$ cat src/rtl/cos_pkg.sv
package cos_pkg;
  localparam int NPIN = 2;
  localparam int PIN_MAIN = 0;
  localparam int PIN_COMP = 1;

  // Per-pin drive choice in run mode
  typedef enum logic [1:0] {
    DRV_FLOAT = 2'd0,  // released, level 0
    DRV_PARK  = 2'd1,  // inactive level, enable depends on partner
    DRV_RAW   = 2'd2,  // waveform without dead-time
    DRV_PAIR  = 2'd3   // waveform with dead-time
  } drive_e;

  typedef struct packed {
    logic lvl;
    logic oe;
  } pin_t;
endpackage

$ cat src/rtl/cos_deadtime.sv
module cos_deadtime #(
  parameter int CW = 8
) (
  input  logic          clk,
  input  logic          rst_n,
  input  logic          act_in,
  input  logic [CW-1:0] dt,
  output logic          act_out
);
  logic [CW-1:0] cnt_q;
  logic [CW-1:0] cnt_d;
  logic          cnt_en;

  always_comb begin
    cnt_en = 1'b0;
    cnt_d  = cnt_q;
    if (!act_in) begin
      cnt_en = (cnt_q != '0);
      cnt_d  = '0;
    end else if (cnt_q < dt) begin
      cnt_en = 1'b1;
      cnt_d  = cnt_q + {{(CW-1){1'b0}}, 1'b1};
    end
  end

  always_ff @(posedge clk or negedge rst_n) begin
    if (!rst_n) begin
      cnt_q <= '0;
    end else if (cnt_en) begin
      cnt_q <= cnt_d;
    end
  end

  // rises after dt active samples, falls at once
  assign act_out = act_in && (cnt_q >= dt);
endmodule

$ cat src/rtl/cos_idle_timer.sv
module cos_idle_timer #(
  parameter int CW = 8
) (
  input  logic          clk,
  input  logic          rst_n,
  input  logic          live,
  input  logic [CW-1:0] dt,
  output logic          done
);
  logic [CW-1:0] cnt_q;
  logic [CW-1:0] cnt_d;
  logic          cnt_en;

  always_comb begin
    cnt_en = 1'b0;
    cnt_d  = cnt_q;
    if (live) begin
      cnt_en = (cnt_q != '0);
      cnt_d  = '0;
    end else if (cnt_q < dt) begin
      cnt_en = 1'b1;
      cnt_d  = cnt_q + {{(CW-1){1'b0}}, 1'b1};
    end
  end

  always_ff @(posedge clk or negedge rst_n) begin
    if (!rst_n) begin
      cnt_q <= '0;
    end else if (cnt_en) begin
      cnt_q <= cnt_d;
    end
  end

  assign done = !live && (cnt_q >= dt);
endmodule

$ cat src/rtl/cos_pin_mux.sv
module cos_pin_mux
  import cos_pkg::*;
(
  input  logic            live,
  input  logic            run_off,
  input  logic            idle_off,
  input  logic            idle_done,
  input  logic [NPIN-1:0] en,
  input  logic [NPIN-1:0] pol,
  input  logic [NPIN-1:0] idl,
  input  logic [NPIN-1:0] raw_act,
  input  logic [NPIN-1:0] dly_act,
  output pin_t [NPIN-1:0] pin
);
  logic pair_mode;
  logic any_en;

  assign pair_mode = &en;
  assign any_en    = |en;

  for (genvar i = 0; i < NPIN; i++) begin : g_pin
    drive_e sel;
    logic   partner_en;

    assign partner_en = en[NPIN-1-i];

    always_comb begin
      if (pair_mode)    sel = DRV_PAIR;
      else if (en[i])   sel = DRV_RAW;
      else if (run_off) sel = DRV_PARK;
      else              sel = DRV_FLOAT;
    end

    always_comb begin
      if (!live) begin
        pin[i].lvl = idle_done ? idl[i] : pol[i];
        pin[i].oe  = idle_off && any_en;
      end else begin
        unique case (sel)
          DRV_PAIR:  begin pin[i].lvl = dly_act[i] ^ pol[i]; pin[i].oe = 1'b1;       end
          DRV_RAW:   begin pin[i].lvl = raw_act[i] ^ pol[i]; pin[i].oe = 1'b1;       end
          DRV_PARK:  begin pin[i].lvl = pol[i];              pin[i].oe = partner_en; end
          default:   begin pin[i].lvl = 1'b0;                pin[i].oe = 1'b0;       end
        endcase
      end
    end
  end
endmodule

$ cat src/rtl/cmp_out_stage.sv
module cmp_out_stage
  import cos_pkg::*;
#(
  parameter int DT_W = 8
) (
  input  logic            clk,
  input  logic            rst_n,
  input  logic            ref_wave,
  input  logic            brk_in,
  input  logic            arm_req,
  input  logic            disarm_req,
  input  logic            run_off_sel,
  input  logic            idle_off_sel,
  input  logic            en_main,
  input  logic            en_comp,
  input  logic            pol_main,
  input  logic            pol_comp,
  input  logic            idle_main,
  input  logic            idle_comp,
  input  logic [DT_W-1:0] dead_cnt,
  output logic            out_main,
  output logic            oe_main,
  output logic            out_comp,
  output logic            oe_comp,
  output logic            master_en
);
  // reset: asserted asynchronously, released on a clock edge
  logic [1:0] rst_sync_q;
  logic       rst_int_n;

  always_ff @(posedge clk or negedge rst_n) begin
    if (!rst_n) rst_sync_q <= 2'b00;
    else        rst_sync_q <= {rst_sync_q[0], 1'b1};
  end
  assign rst_int_n = rst_sync_q[1];

  // master enable register
  logic arm_q;
  logic arm_d;
  logic arm_en;

  always_comb begin
    arm_en = 1'b0;
    arm_d  = arm_q;
    if (brk_in) begin
      arm_en = 1'b1;
      arm_d  = 1'b0;
    end else if (arm_req) begin
      arm_en = 1'b1;
      arm_d  = 1'b1;
    end else if (disarm_req) begin
      arm_en = 1'b1;
      arm_d  = 1'b0;
    end
  end

  always_ff @(posedge clk or negedge rst_int_n) begin
    if (!rst_int_n)  arm_q <= 1'b0;
    else if (arm_en) arm_q <= arm_d;
  end

  logic live;
  assign live      = arm_q && !brk_in;
  assign master_en = live;

  // per-pin active signals
  logic [NPIN-1:0] raw_act;
  logic [NPIN-1:0] dly_act;
  assign raw_act[PIN_MAIN] = ref_wave;
  assign raw_act[PIN_COMP] = !ref_wave;

  for (genvar i = 0; i < NPIN; i++) begin : g_dt
    cos_deadtime #(.CW(DT_W)) u_dt (
      .clk     (clk),
      .rst_n   (rst_int_n),
      .act_in  (raw_act[i]),
      .dt      (dead_cnt),
      .act_out (dly_act[i])
    );
  end

  logic idle_done;
  cos_idle_timer #(.CW(DT_W)) u_idle (
    .clk   (clk),
    .rst_n (rst_int_n),
    .live  (live),
    .dt    (dead_cnt),
    .done  (idle_done)
  );

  pin_t [NPIN-1:0] pin;
  cos_pin_mux u_mux (
    .live      (live),
    .run_off   (run_off_sel),
    .idle_off  (idle_off_sel),
    .idle_done (idle_done),
    .en        ({en_comp, en_main}),
    .pol       ({pol_comp, pol_main}),
    .idl       ({idle_comp, idle_main}),
    .raw_act   (raw_act),
    .dly_act   (dly_act),
    .pin       (pin)
  );

  assign out_main = pin[PIN_MAIN].lvl;
  assign oe_main  = pin[PIN_MAIN].oe;
  assign out_comp = pin[PIN_COMP].lvl;
  assign oe_comp  = pin[PIN_COMP].oe;
endmodule

$ cat config.mk
export PLATFORM = sky130hd
export DESIGN_NAME = cmp_out_stage
export DESIGN_NICKNAME = d
export VERILOG_FILES = /design/src/rtl/cos_pkg.sv /design/src/rtl/cos_deadtime.sv /design/src/rtl/cos_idle_timer.sv /design/src/rtl/cos_pin_mux.sv /design/src/rtl/cmp_out_stage.sv
export SDC_FILE = /design/constraint.sdc
export NUM_CORES = 1
export LEC_CHECK = 0
export ABC_AREA = 1
export BUFFER_PORTS_ARGS = -buffer_cell sky130_fd_sc_hd__buf_2
export CAP_MARGIN = 5
export CORE_MARGIN = 2
export CORE_UTILIZATION = 53
export DETAILED_ROUTE_END_ITERATION = 12
export PLACE_DENSITY = 0.77
export SYNTH_ARGS = -nofsm -noshare
export SYNTH_HDL_FRONTEND = slang
export SYNTH_SLANG_ARGS = --single-unit
$ cat constraint.sdc
create_clock -name clk -period 2.3 [get_ports clk]
set_clock_uncertainty 0.05 [all_clocks]
set_input_delay 0.69 -clock clk [delete_from_list [all_inputs] [get_ports clk]]
set_output_delay 0.69 -clock clk [all_outputs]
set_load 0.05 [all_outputs]
==> results.ini <==
[final_layout]
register_area_um2=676
layout.core_utilization=0.842
fill_cells=243
synthToLayoutAreaGrowth_pct=51.6
multi_input_area_um2=1830
drive_gt1_frac=0.441
design_area_um2=3420
insertedDiodeCount=0
final_net_count=434

[yosys]
post_synth_edffs=0
synth.avg_cell_area_um2=7.39
synth_top_cell_area_share=0.300
synth.area.top_cells=sky130_fd_sc_hd__dfrtp_1 (30%), sky130_fd_sc_hd__ha_1 (17%), sky130_fd_sc_hd__nand2_1 (11%)
syn_nets=357
synth_sequential_area_ratio=0.300
yosys_most_used_dff=sky130_fd_sc_hd__dfrtp_1
synth_top_cell_by_area=sky130_fd_sc_hd__dfrtp_1
synthCells=305
postSynthRegisterBits=27
synth-warning-count=0
syn-cell-area_um2=2250
postSynth.asyncResetShare=1.00
post_synth_num_cell_types=27

[worst_setup_path]
critical_path.top_delay_family=simple AND/OR/NAND/NOR gates
count_of_buffer_and_inverter_cells_on_the_critical_path=3
cell_chain_of_the_critical_path=buf_8 -> inv_8 -> ha_4 -> nand2_4 -> nor2_2 -> nand4_1 -> nand4_1 -> nand3_2 -> nand2_4 -> buf_8
arrival_ps=1950
worst_path_max_fanout=3
criticalPathCategory=in -> out
slowest_stage=sky130_fd_sc_hd__ha_4
timing.critical_path.from_type=primary input
worst_path_required_time_ps=1560
end_kind=output pin
max_stage_delay_ps=270

[clocking]
post_cts_hold_buffer_count=0
cts_tree=yes
clock_latency_ps=280
ctsHtreeMaxLevel=1
cts.sink_count=27
cts.reportedPaths.clkPinSlew_ps=100
root_buffer=sky130_fd_sc_hd__clkbuf_8
cts-buffers-inserted=3
ctsLongestPathBuffers=2

[power]
power.density_nw_per_um2=729
power.leakage_uw=0.00166
fin_total_pwr_uw=2490
peakVddDrop_v=0.000594

[sta]
timing.final.setup_violations=2
unrepaired_setup_endpoints_after_global_routing=true
drv_slew=0
timing.fmax_mhz=372
finalHoldViolations=0
finalCriticalPeriod_ps=2690
final_min_period_over_clock_period=1.17
finalWorstSetupSlack_ps=-388

[route]
detail-route-antenna-nets=0
initialDrtViolationCount=109
wl_per_cell_um=13.7
detailroute.via_count=2246
post-route-drc-count=0
routed_wirelength_um=5930
detail_routed_via_count_per_cell=5.21
firstDrtPassIters=4

[global_route]
gr-usage-all-layers=0.255
largest_net_degree_at_the_start_of_global_routing=26
grt_pass1_vias=2220
global_route_wire_length_before_repair_um=9950
final_global_route_overflow_total=0
number_of_antenna_violations_at_the_first_check_in_global_routing=0

[floorplan]
core_region_area_um2=4060
floorplan.initialDensity=0.555
die_h_um=69.2
die_w_um=69.2
rows=23
fp.dieArea_um2=4790
design.portCount=27

[place]
post-place-ws_ps=-588
place_congestion=0.900
post_dp_cell_area_um2=3170
dp_wirelength_um=4360
placement.io_buffers=26

[run_status]
violated_checks=setup timing
run_status=finished, violations left

[flow_run]
max-cap-violations=0

[hold_path]
holdCritPathClass=in -> async

==> metrics by stage <==
stage	hold slack [ps]	setup TNS [ps]	instances
finish	122	-766	431
global route	110	-939	431
CTS	116	-671	429
detailed placement	203	-1140	419
global placement	193	-1080	419
floorplan	271	-433	305
==> cells by family (layout without fill, tap and decap cells) <==
family / after synthesis / after routing / synth area share
flops: 27 / 27 / 0.300
simple gates: 142 / 142 / 0.295
xor+xnor: 12 / 12 / 0.0466
mux: 1 / 1 / 0.00444
compound gates: 40 / 40 / 0.0988
fa+ha+maj: 30 / 30 / 0.167
other cells: 1 / 1 / 0.00166
buf+inv: 52 / 128 / 0.0866
==> registers in the layout, indices dropped and copies added (netlist names) <==
| register | cells |
|---|---|
| arm_q | 1 |
| g_dt.u_dt.cnt_q | 16 |
| rst_sync_q | 2 |
| u_idle.cnt_q | 8 |
==> power by group <==
part / leakage (µW) / switching (µW) / internal, µW
Clock: 0.0000261 / 168 / 128
Combinational: 0.00128 / 782 / 711
Sequential: 0.000356 / 117 / 586
Total: 0.00166 / 1070 / 1420
==> layout make-up <==
class	instances	share of cell area
Clock buffer	3	0.0121
Clock inverter	1	0.00256
Inverter	52	0.0718
Multi-Input combinational cell	226	0.534
Sequential cell	27	0.198
Tap cell	50	0.0183
Timing Repair Buffer	72	0.163
==> per-layer routing <==
layer  wire (µm)  vias to the layer above  part of all wire  global-route usage
met1        2600                     1037              0.44               0.330
met4         137                        0             0.023              0.0588
met3         176                       14             0.030              0.0349
met2        3020                       43              0.51               0.449
met5           0                        -                 0                   0
li1            -                     1152                 -                   -
==> final timing paths <==
kind                                       start  cells after the start                    end  slack [ps]
max                                  dead_cnt[7]                     10               out_main        -390
min                                        rst_n                      1          rst_sync_q[1]         120
max reg2reg                g_dt[0].u_dt.cnt_q[5]                     12  g_dt[0].u_dt.cnt_q[5]         150
min reg2reg                        rst_sync_q[1]                      1        u_idle.cnt_q[1]         190
max in group asynchronous          rst_sync_q[1]                      1  g_dt[0].u_dt.cnt_q[6]        1750
min in group clk                   rst_sync_q[0]                      0          rst_sync_q[1]         310
==> Yosys cell counts, drive strengths merged (3+ instances only) <==
library cell / n
nand2: 71
inv: 52
ha: 30
nor2: 30
nand3: 29
dfrtp: 27
o21ai: 20
a21oi: 11
xor2: 10
nand4: 9
o22ai: 6
nor3: 3
==> layout by cell type (no fill, tap or decap), types with 2 or more instances in the layout <==
master,netlist,layout
sky130_fd_sc_hd__a21o_1,2,2
sky130_fd_sc_hd__a21oi_1,11,7
sky130_fd_sc_hd__a21oi_2,0,4
sky130_fd_sc_hd__buf_2,0,16
sky130_fd_sc_hd__buf_4,0,45
sky130_fd_sc_hd__buf_6,0,3
sky130_fd_sc_hd__buf_8,0,6
sky130_fd_sc_hd__clkbuf_4,0,2
sky130_fd_sc_hd__clkbuf_8,0,3
sky130_fd_sc_hd__dfrtp_1,27,27
sky130_fd_sc_hd__ha_1,30,8
sky130_fd_sc_hd__ha_4,0,22
sky130_fd_sc_hd__inv_1,42,33
sky130_fd_sc_hd__inv_12,0,2
sky130_fd_sc_hd__inv_2,10,12
sky130_fd_sc_hd__inv_4,0,2
sky130_fd_sc_hd__inv_6,0,2
sky130_fd_sc_hd__inv_8,0,2
sky130_fd_sc_hd__nand2_1,68,53
sky130_fd_sc_hd__nand2_2,1,12
sky130_fd_sc_hd__nand2_4,2,6
sky130_fd_sc_hd__nand3_1,25,16
sky130_fd_sc_hd__nand3_2,3,12
sky130_fd_sc_hd__nand4_1,9,9
sky130_fd_sc_hd__nor2_1,26,20
sky130_fd_sc_hd__nor2_2,2,7
sky130_fd_sc_hd__nor2_4,2,3
sky130_fd_sc_hd__nor3_1,2,2
sky130_fd_sc_hd__o21ai_0,9,7
sky130_fd_sc_hd__o21ai_1,9,9
sky130_fd_sc_hd__o21ai_2,2,2
sky130_fd_sc_hd__o21ai_4,0,2
sky130_fd_sc_hd__o22ai_1,6,6
sky130_fd_sc_hd__xnor2_1,2,2
sky130_fd_sc_hd__xor2_1,10,10
==> timing repair <==
action / CTS / global route
buffers inserted: 6 / 2
setup endpoints to repair: 2 / 4
resized for setup: 34 / 4
endpoints found under the hold margin: 0 / 0
pin swaps: 37 / 5
==> worst register-to-register path, cell delays in order (launching register included) <==
cell	delay, ps
sky130_fd_sc_hd__dfrtp_1	440
sky130_fd_sc_hd__ha_4	300
sky130_fd_sc_hd__a21oi_2	50
sky130_fd_sc_hd__nor2_1	130
sky130_fd_sc_hd__nor2_2	60
sky130_fd_sc_hd__buf_4	130
sky130_fd_sc_hd__buf_4	120
sky130_fd_sc_hd__buf_4	120
sky130_fd_sc_hd__buf_4	130
sky130_fd_sc_hd__nand3_1	190
sky130_fd_sc_hd__nand2_2	170
sky130_fd_sc_hd__nand2_1	110
sky130_fd_sc_hd__nand2_1	50
Note: power is estimated with default switching activity, not from simulation.
